**src/rtl/pf_pkg.sv**
```systemverilog
package pf_pkg;
  typedef enum logic [1:0] {
    SRC_NONE,
    SRC_CUR,
    SRC_NXT,
    SRC_MEM
  } src_e;
endpackage

```
**src/rtl/pf_line.sv**
```systemverilog
module pf_line #(
  parameter int DATA_W     = 32,
  parameter int LINE_WORDS = 4,
  parameter int LINE_AW    = 14,
  localparam int LINE_DW   = DATA_W * LINE_WORDS
) (
  input  logic               clk_i,
  input  logic               rst_ni,
  input  logic               clr_i,
  input  logic               ld_i,
  input  logic [LINE_AW-1:0] ld_base_i,
  input  logic [LINE_DW-1:0] ld_data_i,
  output logic               valid_o,
  output logic [LINE_AW-1:0] base_o,
  output logic [LINE_DW-1:0] data_o
);
  always_ff @(posedge clk_i or negedge rst_ni) begin
    if (!rst_ni) begin
      valid_o <= 1'b0;
      base_o  <= '0;
      data_o  <= '0;
    end else if (ld_i) begin
      valid_o <= 1'b1;
      base_o  <= ld_base_i;
      data_o  <= ld_data_i;
    end else if (clr_i) begin
      valid_o <= 1'b0;
    end
  end
endmodule

```
**src/rtl/pf_counter.sv**
```systemverilog
module pf_counter #(
  parameter int W = 16
) (
  input  logic         clk_i,
  input  logic         rst_ni,
  input  logic         inc_i,
  output logic [W-1:0] cnt_o
);
  always_ff @(posedge clk_i or negedge rst_ni) begin
    if (!rst_ni)    cnt_o <= '0;
    else if (inc_i) cnt_o <= cnt_o + W'(1);
  end
endmodule

```
**src/rtl/prefetch_buf.sv**
```systemverilog
module prefetch_buf
  import pf_pkg::*;
#(
  parameter int ADDR_W     = 16,
  parameter int DATA_W     = 32,
  parameter int LINE_WORDS = 4,
  parameter int CNT_W      = 16,
  localparam int OFF_W     = $clog2(LINE_WORDS),
  localparam int LINE_AW   = ADDR_W - OFF_W,
  localparam int LINE_DW   = DATA_W * LINE_WORDS
) (
  input  logic               clk_i,
  input  logic               rst_ni,
  input  logic               cpu_req_i,
  input  logic [ADDR_W-1:0]  cpu_addr_i,
  output logic               cpu_rvalid_o,
  output logic [DATA_W-1:0]  cpu_rdata_o,
  output logic               mem_req_o,
  output logic [LINE_AW-1:0] mem_line_o,
  input  logic               mem_ack_i,
  input  logic [LINE_DW-1:0] mem_rdata_i,
  output logic [CNT_W-1:0]   hit_cnt_o,
  output logic [CNT_W-1:0]   miss_cnt_o
);
  localparam int NLINES = 2;  // index 0: current line, 1: next line

  logic               ln_clr   [NLINES];
  logic               ln_ld    [NLINES];
  logic [LINE_AW-1:0] ln_ldb   [NLINES];
  logic [LINE_DW-1:0] ln_ldd   [NLINES];
  logic               ln_valid [NLINES];
  logic [LINE_AW-1:0] ln_base  [NLINES];
  logic [LINE_DW-1:0] ln_data  [NLINES];

  for (genvar i = 0; i < NLINES; i++) begin : g_line
    pf_line #(
      .DATA_W    (DATA_W),
      .LINE_WORDS(LINE_WORDS),
      .LINE_AW   (LINE_AW)
    ) u_line (
      .clk_i    (clk_i),
      .rst_ni   (rst_ni),
      .clr_i    (ln_clr[i]),
      .ld_i     (ln_ld[i]),
      .ld_base_i(ln_ldb[i]),
      .ld_data_i(ln_ldd[i]),
      .valid_o  (ln_valid[i]),
      .base_o   (ln_base[i]),
      .data_o   (ln_data[i])
    );
  end

  logic               busy_q, drop_q, wait_q, exp_v_q, rsp_valid_q;
  logic [ADDR_W-1:0]  wait_addr_q, exp_q;
  logic [LINE_AW-1:0] fetch_line_q;
  logic [DATA_W-1:0]  rsp_data_q;

  logic [LINE_AW-1:0] req_line;
  logic [OFF_W-1:0]   req_off, fill_off;
  logic [ADDR_W-1:0]  fill_addr, serve_addr;
  logic               accept, seq, in_cur, in_nxt;
  logic               hit_cur, hit_nxt, miss, adopt, redirect;
  logic               ack, fill_cur, fill_nxt, issue, serve;
  logic [LINE_AW-1:0] issue_line;
  logic [DATA_W-1:0]  serve_word;
  src_e               src;

  assign req_line = cpu_addr_i[ADDR_W-1:OFF_W];
  assign req_off  = cpu_addr_i[OFF_W-1:0];

  assign accept   = cpu_req_i && !rsp_valid_q && !wait_q;
  assign seq      = exp_v_q && (cpu_addr_i == exp_q);
  assign in_cur   = ln_valid[0] && (ln_base[0] == req_line);
  assign in_nxt   = ln_valid[1] && (ln_base[1] == req_line);
  assign hit_cur  = accept && seq && in_cur;
  assign hit_nxt  = accept && seq && !in_cur && in_nxt;
  assign miss     = accept && !hit_cur && !hit_nxt;
  // sequential miss on the line already in flight: wait for it
  assign adopt    = miss && seq && busy_q && !drop_q && (fetch_line_q == req_line);
  assign redirect = miss && !adopt;

  assign ack       = busy_q && mem_ack_i;
  assign fill_addr = wait_q ? wait_addr_q : cpu_addr_i;
  assign fill_off  = fill_addr[OFF_W-1:0];
  assign fill_cur  = ack && !drop_q &&
                     ((wait_q && fetch_line_q == wait_addr_q[ADDR_W-1:OFF_W]) || adopt);
  assign fill_nxt  = ack && !drop_q && !fill_cur && !redirect;

  assign issue      = !busy_q && !miss && (wait_q || (ln_valid[0] && !ln_valid[1]));
  assign issue_line = wait_q ? wait_addr_q[ADDR_W-1:OFF_W] : ln_base[0] + LINE_AW'(1);

  always_comb begin
    src = SRC_NONE;
    if (fill_cur)     src = SRC_MEM;
    else if (hit_cur) src = SRC_CUR;
    else if (hit_nxt) src = SRC_NXT;
  end

  always_comb begin
    unique case (src)
      SRC_CUR: serve_word = ln_data[0][int'(req_off)*DATA_W +: DATA_W];
      SRC_NXT: serve_word = ln_data[1][int'(req_off)*DATA_W +: DATA_W];
      SRC_MEM: serve_word = mem_rdata_i[int'(fill_off)*DATA_W +: DATA_W];
      default: serve_word = '0;
    endcase
  end

  assign serve      = (src != SRC_NONE);
  assign serve_addr = fill_cur ? fill_addr : cpu_addr_i;

  // current line: refilled by a demand fetch or promoted from next
  assign ln_clr[0] = redirect;
  assign ln_ld[0]  = fill_cur || hit_nxt;
  assign ln_ldb[0] = fill_cur ? fetch_line_q : ln_base[1];
  assign ln_ldd[0] = fill_cur ? mem_rdata_i : ln_data[1];
  assign ln_clr[1] = redirect || hit_nxt;
  assign ln_ld[1]  = fill_nxt;
  assign ln_ldb[1] = fetch_line_q;
  assign ln_ldd[1] = mem_rdata_i;

  always_ff @(posedge clk_i or negedge rst_ni) begin
    if (!rst_ni) begin
      busy_q       <= 1'b0;
      drop_q       <= 1'b0;
      wait_q       <= 1'b0;
      wait_addr_q  <= '0;
      fetch_line_q <= '0;
      rsp_valid_q  <= 1'b0;
      rsp_data_q   <= '0;
      exp_q        <= '0;
      exp_v_q      <= 1'b0;
    end else begin
      rsp_valid_q <= serve;
      if (serve) begin
        rsp_data_q <= serve_word;
        exp_q      <= serve_addr + ADDR_W'(1);
        exp_v_q    <= 1'b1;
      end
      if (issue) begin
        busy_q       <= 1'b1;
        fetch_line_q <= issue_line;
      end else if (ack) begin
        busy_q <= 1'b0;
      end
      if (ack)                    drop_q <= 1'b0;
      else if (redirect && busy_q) drop_q <= 1'b1;
      if (miss && !fill_cur) begin
        wait_q      <= 1'b1;
        wait_addr_q <= cpu_addr_i;
      end else if (fill_cur) begin
        wait_q <= 1'b0;
      end
    end
  end

  pf_counter #(.W(CNT_W)) u_hit_cnt (
    .clk_i (clk_i),
    .rst_ni(rst_ni),
    .inc_i (hit_cur || hit_nxt),
    .cnt_o (hit_cnt_o)
  );

  pf_counter #(.W(CNT_W)) u_miss_cnt (
    .clk_i (clk_i),
    .rst_ni(rst_ni),
    .inc_i (miss),
    .cnt_o (miss_cnt_o)
  );

  assign cpu_rvalid_o = rsp_valid_q;
  assign cpu_rdata_o  = rsp_data_q;
  assign mem_req_o    = busy_q;
  assign mem_line_o   = fetch_line_q;
endmodule

```
**config.mk**
```make
export PLATFORM = sky130hd
export DESIGN_NAME = prefetch_buf
export DESIGN_NICKNAME = d
export VERILOG_FILES = /design/src/rtl/pf_pkg.sv /design/src/rtl/pf_line.sv /design/src/rtl/pf_counter.sv /design/src/rtl/prefetch_buf.sv
export SDC_FILE = /design/constraint.sdc
export NUM_CORES = 1
export LEC_CHECK = 0
export BUFFER_PORTS_ARGS = -buffer_cell sky130_fd_sc_hd__buf_2
export CAP_MARGIN = 40
export CORE_UTILIZATION = 30
export CTS_CLUSTER_SIZE = 40
export DETAILED_ROUTE_END_ITERATION = 12
export GPL_ROUTABILITY_DRIVEN = 0
export SLEW_MARGIN = 20
export SYNTH_ARGS = -nofsm -noshare
export SYNTH_HDL_FRONTEND = slang
export SYNTH_SLANG_ARGS = --single-unit
```
**constraint.sdc**
```tcl
create_clock -name clk_i -period 4.45 [get_ports clk_i]
set_input_delay 0.89 -clock clk_i [delete_from_list [all_inputs] [get_ports clk_i]]
set_output_delay 0.89 -clock clk_i [all_outputs]
set_load 0.1 [all_outputs]
```
**Yosys cells after proc, flatten, opt, wreduce, memory -nomap -nowiden**

Cells that the tools add are included.

- Output and inout port bits: 80
- Register bits after elaboration: 401
- Bits of input ports: 148
- Logic and storage cells: 101

- Reductions and logical operators: 50
- Add/subtract/negate cells: 4
- Shifts and indexed selects: 3
- Muxes and demuxes: 19
- Eq/ne operators: 8

Operators by type and width:

| cell | count |
|---|---|
| $shiftx 128x8->32 | 3 |
| $mux 128 | 1 |
| $pmux 32 s3 | 1 |
| $eq 14x14->1 | 4 |
| $add 16x1->16 const B | 3 |
| $mux 16 | 2 |
| $mux 14 | 2 |
| $logic_and 1x1->1 | 27 |
| $eq 16x16->1 | 1 |
| $add 14x1->14 const B | 1 |
| $logic_not 1->1 | 12 |
| $reduce_bool 2->1 | 6 |
| $mux 1 | 10 |
| $mux 2 | 3 |
| $logic_or 1x1->1 | 5 |
| $eq 2x2->1 const B | 2 |
| $eq 2x1->1 const B | 1 |

**Depth between registers and ports, before layout**

Gate-level depths: netlist of run 1.

- Word-level depth: 18
- Mapped depth: 17
- Depth with buffers taken out: 13

**Modules after synthesis**

A second synthesis of run 1 with hierarchy kept.

- Cells, all modules: 1639
- Area, all modules: 22486.6 um^2

By module, submodules not included:

| module | cells each | sequential area each (um^2) | area an instance (um^2) | instances |
|---|---|---|---|---|
| pf_line | 303 | 3578.4 | 5584.1 | 2 |
| prefetch_buf | 921 | 2077.0 | 9927.0 | 1 |
| pf_counter | 56 | 400.4 | 695.7 | 2 |

**Worst setup path after synthesis of run 1**

No wires, ideal clock.

- Path kind: input to register
- Start point: in cpu_addr_i[10]
- End point: reg exp_q[10]
- Required time: 4.367 ns
- Arrival: 4.109 ns
- Setup slack: 0.258 ns
- Path buffers: 4
- Setup time: 0.083 ns
- Stages on the path: 15
- Cells stage by stage: clkbuf_1 -> xor2_1 -> or4_1 -> or4_4 -> o21ai_4 -> buf_6 -> buf_2 -> mux2i_1 -> ha_1 -> clkbuf_1 -> nand3_1 -> xor2_1 -> nand2_1 -> o21ai_0 -> o21ai_0

- Cells in the longest elaborated chain, start to end: 15
- Elaborated cells on any way between the ends: 29
- Those cells by class: 1 x add/sub; 4 x eq/ne; 5 x mux; 19 x reduce/logical

RTL lines:

| item | RTL line | text |
|---|---|---|
| start: declaration | prefetch_buf.sv:15 | `input logic [ADDR_W-1:0] cpu_addr_i,` |
| $eq 16x16->1 / $eq 14x14->1 (equally long branches) | prefetch_buf.sv:72, prefetch_buf.sv:73 |  |
| $logic_and 1x1->1 (on tied branches) | prefetch_buf.sv:72, prefetch_buf.sv:73 |  |
| $logic_and 1x1->1 / $logic_not 1->1 (equally long branches) | prefetch_buf.sv:75, prefetch_buf.sv:76 |  |
| $logic_and 1x1->1 (on tied branches) | prefetch_buf.sv:75, prefetch_buf.sv:76 |  |
| $logic_not 1->1 / $logic_and 1x1->1 (equally long branches) | prefetch_buf.sv:77, prefetch_buf.sv:76 |  |
| $logic_and 1x1->1 / $logic_not 1->1 (equally long branches) | prefetch_buf.sv:77 | `assign miss = accept && !hit_cur && !hit_nxt;` |
| $logic_and 1x1->1 | prefetch_buf.sv:77 |  |
| $logic_and 1x1->1 (4 in a row) | prefetch_buf.sv:79 | `assign adopt = miss && seq && busy_q && !drop_q && (fetch_line_q == req_line);` |
| $logic_or 1x1->1 | prefetch_buf.sv:86 | `((wait_q && fetch_line_q == wait_addr_q[ADDR_W-1:OFF_W]) \|\| adopt);` |
| $logic_and 1x1->1 | prefetch_buf.sv:85 | `assign fill_cur = ack && !drop_q &&` |
| $mux 16 / $mux 2 (equally long branches) | prefetch_buf.sv:109, prefetch_buf.sv:94 |  |
| $add 16x1->16 / $reduce_bool 2->1 (equally long branches) | prefetch_buf.sv:136, prefetch_buf.sv:108 |  |
| end signal: assignment | prefetch_buf.sv:136 | `exp_q <= serve_addr + ADDR_W'(1);` |
| end: declaration | prefetch_buf.sv:54 | `logic [ADDR_W-1:0] wait_addr_q, exp_q;` |

Several ways; a longest one is shown, not always the timed one.
A chain may end at the register's enable or synchronous reset.

**Final worst setup path of run 1**

- Start point: in cpu_req_i
- End point: reg exp_q[6]

- Cells in the longest elaborated chain, start to end: 15
- Elaborated cells on any way between the ends: 22
- Those cells by class: 1 x add/sub; 4 x mux; 17 x reduce/logical

RTL lines:

| item | RTL line | text |
|---|---|---|
| start: declaration | prefetch_buf.sv:14 | `input logic cpu_req_i,` |
| $logic_and 1x1->1 * (2 in a row) | prefetch_buf.sv:71 | `assign accept = cpu_req_i && !rsp_valid_q && !wait_q;` |
| $logic_and 1x1->1 | prefetch_buf.sv:75, prefetch_buf.sv:76 |  |
| $logic_and 1x1->1 (on tied branches) | prefetch_buf.sv:75, prefetch_buf.sv:76 |  |
| $logic_not 1->1 / $logic_and 1x1->1 (equally long branches) | prefetch_buf.sv:77, prefetch_buf.sv:76 |  |
| $logic_and 1x1->1 / $logic_not 1->1 (equally long branches) | prefetch_buf.sv:77 |  |
| $logic_and 1x1->1 | prefetch_buf.sv:77 |  |
| $logic_and 1x1->1 (4 in a row) | prefetch_buf.sv:79 |  |
| $logic_or 1x1->1 | prefetch_buf.sv:86 |  |
| $logic_and 1x1->1 | prefetch_buf.sv:85 |  |
| $mux 16 / $mux 2 (equally long branches) | prefetch_buf.sv:109, prefetch_buf.sv:94 |  |
| $add 16x1->16 / $reduce_bool 2->1 (equally long branches) | prefetch_buf.sv:136, prefetch_buf.sv:108 |  |

Mark *: on every way between the ends. The rest lies on a longest branch, timed or not.

==> flow_summary.yaml, run 1 <==
outcome:
  status: "completed"
sta:
  slew_headroom_pct: 34.7
  slew_viol_final: 0
  period_needed_ns: 3.65
  max_freq_mhz: 274
  worstMarginPinSlew_ns: 0.979
  finalSetupViolCount: 0
  finClkSkew_ns: 0.0167
  rsz0062_at_grt: "no"
  final_hold_viol_count: 0
  tns_ns: 0
  fin_crit_sh_pct: 82.1
floorplan:
  start_util_pct: 30.6
  die-width_um: 265
  rows: 95
  die_area_mm2: 0.0701
  core_area_mm2: 0.0678
  ioPinCount: 228
  dieHeight_um: 265
layout:
  fill_cells: 6696
  utilization_pct: 36.3
  drive_gt1_share_pct: 29.9
  nNetsFinal: 2236
  areaGrowthSynthToFinish_pct: 18.6
global_routing:
  track_usage_pct: 18.4
  grt_pass1_wl_um: 100000
  grt_start_max_net_pins: 115
  grt_overflow: 0
  antenna_found_initial: 8
  grt_pass1_vias: 16721
clock_network:
  cts_resized: 0
  cts_setup_buffers: 0
  cts_max_level: 2
  clk_latency_ns: 0.58
  clock_path_buffers: 3
  clock_sinks: 401
  cts_tree: "built"
  clk_pin_slew_worst_paths_ns: 0.06
  postCtsHoldBufs: 0
  cts_buffers: 47
  cts_root_buffer: "clkbuf_16"
drt:
  remaining_drc_errors: 0
  ant_nets: 0
  firstDrtPassIters: 5
  wl_per_cell_um: 21.4
  routed_wl_um: 64100
  num_vias: 16042
  drt-vias-per-instance: 5.37
  drt_iter0_drc: 1170
logic_synthesis:
  synth_warnings: 0
  yosys.area.top_type: "dfrtp_1"
  yosysMostFrequentCell: "nand2_1"
  ys_top_cells_by_count: "445 x nand2_1, 401 x dfrtp_1, 161 x mux2_2"
  synthTopCellsByArea: "dfrtp_1 48%, mux4_2 10%, mux2_2 8.8%"
  synth_seq_cells: 401
  synth_area_mm2: 0.0207
  synth_top_area_share_pct: 48.4
  ys_seq_area_share_pct: 48.4
  syn_nets: 2041
  synth.avg_cell_area_um2: 11.0
  synth-edff-count: 0
  synth_cell_type_count: 48
  synth_cells: 1886
  async_flop_share_pct: 100
  synth_top_flop_cell: "dfrtp_1"
min_path:
  hp-class: "in -> async"
setup_path:
  end_kind: "flip-flop"
  critPathKind: "in -> reg"
  arrival_ns: 4.10
  worstSetupStartpointType: "input pin"
  critPathSlowestCell: "or4_4"
  path_max_fanout: 11
  crit_chain: "buf_2, or3b_1, or4_1, or4_4, o21ai_4, mux2i_1, ha_1, buf_4, nand3_1, xnor2_1, o21ai_0, o21ai_0"
  cp.required_ns: 4.90
  r2r_slack_ns: 0.80
  slowest_delay_ns: 0.58
  cp_common_cell: "o21ai_0"
power_and_ir_drop:
  irDropWorstVdd_mv: 0.325
  p_int_uw: 8280
  p_sw_share_pct: 34.3
  clkPwrFrac_pct: 31.1
  switching_power_uw: 4320
  power_frac_seq_pct: 42.4
  power_density_mw_per_mm2: 513
  p_leak_uw: 0.0114
  pwr-share-comb_pct: 26.5
placed_design:
  dp_hpwl_um: 42300
  numPortBuffers: 227
job:
  drv_cap: 0
-- logic make-up after synthesis --
logic type	after synthesis	synth area share, %
buffers and inverters	184	3.90
flip-flops	401	48.4
adder cells (fa/ha/maj)	7	0.423
XOR/XNOR	126	5.33
AND/OR/NAND/NOR	608	12.5
AO/OA/AOI/OAI	288	9.46
multiplexers	272	19.9
-- sequential cells by signal (all words and copies together) (netlist names) --
register,count
g_line.u_line.data_o,256
wait_q,1
cpu_rdata_o,32
u_hit_cnt.cnt_o,16
mem_line_o,14
drop_q,1
mem_req_o,1
cpu_rvalid_o,1
wait_addr_q,16
g_line.u_line.valid_o,2
u_miss_cnt.cnt_o,16
exp_q,16
g_line.u_line.base_o,28
exp_v_q,1
-- final timing paths --
| path | cells past startpoint | startpoint | to |
|---|---|---|---|
| max | 12 | cpu_req_i | exp_q[6] |
| min | 1 | rst_ni | exp_q[5] |
| max reg2reg | 11 | cpu_rvalid_o | exp_q[6] |
| min reg2reg | 1 | u_hit_cnt.cnt_o[15] | u_hit_cnt.cnt_o[15] |
| max in group asynchronous | 2 | rst_ni | g_line[0].u_line.data_o[53] |
| min in group clk_i | 1 | u_hit_cnt.cnt_o[15] | u_hit_cnt.cnt_o[15] |
-- critical path: cells and delay by family --
kind,cells,cell delay (ns)
xor gates and xnor gates,1,0.15
AOI/OAI and AO/OA,3,0.64
muxes,1,0.29
buffers and inverters,2,0.29
and+or+nand+nor,4,1.61
adders and majority gates,1,0.22
-- routing by layer --
layer | track usage (%) | up-vias | wire length [um] | share of wire, %
li1 | - | 7119 | - | -
met1 | 24.3 | 8211 | 27700 | 43
met2 | 30.6 | 573 | 31000 | 48
met3 | 2.99 | 129 | 3530 | 5.5
met4 | 5.84 | 10 | 1680 | 2.6
met5 | 0 | - | 56 | 0.087
-- per-stage QoR --
step | hold slack (ns) | worst slack [ns] | instances | power [uW] | cell area, um^2
CTS | 0.420 | 0.806 | 2987 | 12700 | 24500
finish | 0.408 | 0.796 | 2990 | 12600 | 24600
detailed placement | 0.453 | 0.210 | 2903 | 8710 | 23000
floorplan | 0.433 | 0.258 | 1886 | 7690 | 20700
global placement | 0.444 | 0.291 | 2901 | 8570 | 23000
global route | 0.469 | 0.593 | 2990 | 13200 | 24600
-- power by group through the flow --
stage	clock (uW)	sequential (uW)	combinational, uW
after detailed placement	0	5380	3330
final	3920	5350	3330
after global routing	4170	5450	3560
after floorplan	0	5770	1930
after global placement	0	5320	3250
after CTS	4030	5320	3340
-- layout by cell type, fill, tap and decap left out, drive strengths merged, types with 2 or more instances in the layout --
cell | synthesis | routed
nand2 | 445 | 445
dfrtp | 401 | 401
buf | 55 | 285
mux2 | 162 | 162
a22oi | 141 | 141
mux4 | 96 | 96
xor2 | 73 | 73
clkbuf | 84 | 70
a21oi | 58 | 58
xnor2 | 53 | 53
inv | 44 | 48
o21ai | 45 | 45
nor2 | 34 | 34
a221oi | 32 | 32
nand3 | 31 | 31
nand4 | 23 | 23
nor4 | 21 | 21
mux2i | 14 | 14
and3 | 13 | 13
nor3 | 11 | 11
or3 | 9 | 9
clkinv | 1 | 7
ha | 7 | 7
bufinv | 0 | 4
or2 | 3 | 3
nand2b | 3 | 3
nand4b | 3 | 3
and4 | 3 | 3
or4 | 3 | 3
a31oi | 2 | 2
o22ai | 2 | 2
nand3b | 2 | 2
and2 | 2 | 2
o21a | 2 | 2
a311oi | 2 | 2
-- final cells by class --
type,count,area (um^2),share of cell area (%)
Inverter,45,169,0.687
Timing Repair Buffer,285,1770,7.22
Tap cell,873,1090,4.44
Clock inverter,14,181,0.738
Antenna cell,1,2.50,0.0102
Sequential cell,401,10000,40.8
Multi-Input combinational cell,1301,9950,40.5
Clock buffer,70,1370,5.58
Note: power is estimated with default switching activity, not from simulation.
==> run 2: changes to the inputs <==
--- a/config.mk
+++ b/config.mk
@@ -5,6 +5,7 @@
 export SDC_FILE = /design/constraint.sdc
 export NUM_CORES = 1
 export LEC_CHECK = 0
+export ABC_AREA = 1
 export BUFFER_PORTS_ARGS = -buffer_cell sky130_fd_sc_hd__buf_2
 export CAP_MARGIN = 40
 export CORE_UTILIZATION = 30
==> constraint.sdc (replaced) <==
create_clock -name clk_i -period 3.57 [get_ports clk_i]
set_input_delay 0.714 -clock clk_i [delete_from_list [all_inputs] [get_ports clk_i]]
set_output_delay 0.714 -clock clk_i [all_outputs]
set_load 0.1 [all_outputs]
==> run 2 against run 1 <==
Compared with the run above: global-route usage is 2.7 points higher; synthesized cell count rose by 49%; first-iteration DRC count grew 65%; critical path type is now reg -> reg; largest power group unchanged; highest routed layer unchanged.
==> flow_summary.yaml, run 2 <==
logic_synthesis:
  synth.avg_cell_area_um2: 7.71
  synth_top_flop_cell: "dfrtp_1"
  synth_cell_type_count: 45
  synth_area_mm2: 0.0216
  ys_top_cells_by_count: "615 x nand2_1, 401 x dfrtp_1, 348 x inv_1"
  ys_seq_area_share_pct: 46.4
  synth_top_area_share_pct: 46.4
  syn_nets: 2957
  synth_seq_cells: 401
  synth-edff-count: 0
  synthTopCellsByArea: "dfrtp_1 46%, nand2_1 11%, o21ai_0 6.9%"
  yosys.area.top_type: "dfrtp_1"
  synth_warnings: 0
  async_flop_share_pct: 100
  synth_cells: 2802
  yosysMostFrequentCell: "nand2_1"
drt:
  num_vias: 20600
  routed_wl_um: 78200
  ant_nets: 0
  drt_iter0_drc: 1927
  remaining_drc_errors: 0
  firstDrtPassIters: 5
  drt-vias-per-instance: 5.13
  wl_per_cell_um: 19.5
clock_network:
  cts_tree: "built"
  clk_latency_ns: 0.63
  clock_sinks: 401
  cts_buffers: 48
  clk_pin_slew_worst_paths_ns: 0.06
  clock_path_buffers: 3
  cts_max_level: 2
  cts_root_buffer: "clkbuf_16"
  cts_setup_buffers: 0
sta:
  finalSetupViolCount: 0
  slew_viol_final: 0
  worstMarginPinSlew_ns: 0.909
  period_needed_ns: 3.24
  slew_headroom_pct: 39.4
  fin_crit_sh_pct: 90.8
  final_hold_viol_count: 0
  rsz0062_at_grt: "no"
  finClkSkew_ns: 0.0527
  timing.hold.ws_ns: 0.130
  max_freq_mhz: 309
setup_path:
  path_max_fanout: 10
  slowest_delay_ns: 0.41
  critPathKind: "reg -> reg"
  arrival_ns: 3.75
  cp.required_ns: 4.07
  end_kind: "flip-flop"
  worstSetupStartpointType: "flip-flop"
  crit_chain: "inv_1, nand2_1, nand2_1, nand2_1, nor2_1, nand2_1, nor2_2, nand4_2, nand2_4, nand2_8, clkinvlp_4, nor2_1, ha_4, inv_4, buf_4, buf_4, nor2_1, a21oi_1, nor2_1, o21ai_0, nand3_1, a31oi_1"
  critPathSlowestCell: "dfrtp_2"
floorplan:
  start_util_pct: 30.3
  dieHeight_um: 270
  die_area_mm2: 0.0731
  rows: 98
  core_area_mm2: 0.0714
  die-width_um: 270
  ioPinCount: 228
power_and_ir_drop:
  p_leak_uw: 0.0125
  power_density_mw_per_mm2: 633
  irDropWorstVdd_mv: 0.711
layout:
  areaGrowthSynthToFinish_pct: 21.2
  drive_gt1_share_pct: 16.8
  fin_cells: 4014
  nNetsFinal: 3179
  final_cell_mix: "615 x nand2_1, 386 x dfrtp_1, 344 x inv_1"
  fill_cells: 7451
  largest_reg_flops: 256
  top_register: "g_line.u_line.data_o"
  register_area_mm2: 0.0101
  final_common_cell: "nand2_1"
  multi_input_area_mm2: 0.00947
placed_design:
  dp_hpwl_um: 53800
  numPortBuffers: 227
  place_inst: 3924
global_routing:
  grt_pass1_vias: 19954
  grt_overflow: 0
  grt_pass1_wl_um: 120000
  track_usage_pct: 21.1
  grt_start_max_net_pins: 136
  antenna_found_initial: 8
job:
  drv_cap: 0
min_path:
  hp-class: "in -> async"
outcome:
  status: "completed"
run 2: where the power goes:
group          total [uW]  internal (uW)  switching (uW)
logic                4640           1290            3350
clock network        5140           3010            2130
registers            6780           5750            1040
run 2: timing repair:
action | in CTS | in global routing
endpoints found under the hold margin | 0 | 0
setup endpoints to repair | 0 | 10
gates resized for setup | 0 | 2
hold buffers | 0 | 0
run 2: worst paths after layout:
path                                             start                     endpoint  slack [ns]  cells past startpoint
max                                      mem_line_o[2]              cpu_rdata_o[31]        0.33                     22
min                                             rst_ni                     exp_q[0]        0.13                      1
max reg2reg                              mem_line_o[2]              cpu_rdata_o[31]        0.33                     22
min reg2reg                g_line[1].u_line.data_o[26]  g_line[0].u_line.data_o[26]        0.48                      2
max in group asynchronous                       rst_ni  g_line[0].u_line.data_o[48]        2.51                      2
min in group clk_i                           mem_ack_i                    mem_req_o        0.29                      2
run 2: metrics by stage:
step	util (%)	worst slack (ns)	power [uW]	cell area (um^2)	TNS [ns]
global placement	34.4	-0.118	11400	24500	-0.897
CTS	36.7	0.249	16600	26200	0
detailed placement	34.4	-0.200	11500	24500	-2.18
finish	36.7	0.329	16600	26200	0
floorplan	-	0.00131	9880	21700	0
global route	36.7	0.0244	17400	26200	0
run 2: kinds of logic after synthesis:
| logic type | synth area share [%] |
|---|---|
| DFF | 46.4 |
| buffers and inverters | 10.1 |
| adders and majority gates | 0.405 |
| xor gates and xnor gates | 2.35 |
| muxes | 0.104 |
| AOI/OAI and AO/OA | 21.5 |
| and+or+nand+nor | 19.1 |
run 2: layer usage:
metal	share of wire (%)	global-route usage, %
met2	46	33.5
met4	4.0	8.50
met5	0.092	0
met3	8.6	5.74
met1	42	27.1
run 2: worst max-delay path, delay by kind of cell (launching register included):
family	cells	cell delay, ns
buffers and inverters	5	0.78
flip-flops	1	0.41
AND/OR/NAND/NOR	13	1.27
AO/OA/AOI/OAI	3	0.46
adder cells (fa/ha/maj)	1	0.20
run 2: cell type report:
class                   count  area share (%)
flip-flops and latches    401            38.4
multi-input cells        1851            36.2
repair buffers            351            9.22
clock buffers              74            5.50
inverters                 371            5.36
well taps                 950            4.54
clock inverters            14           0.789
diodes                      2          0.0191
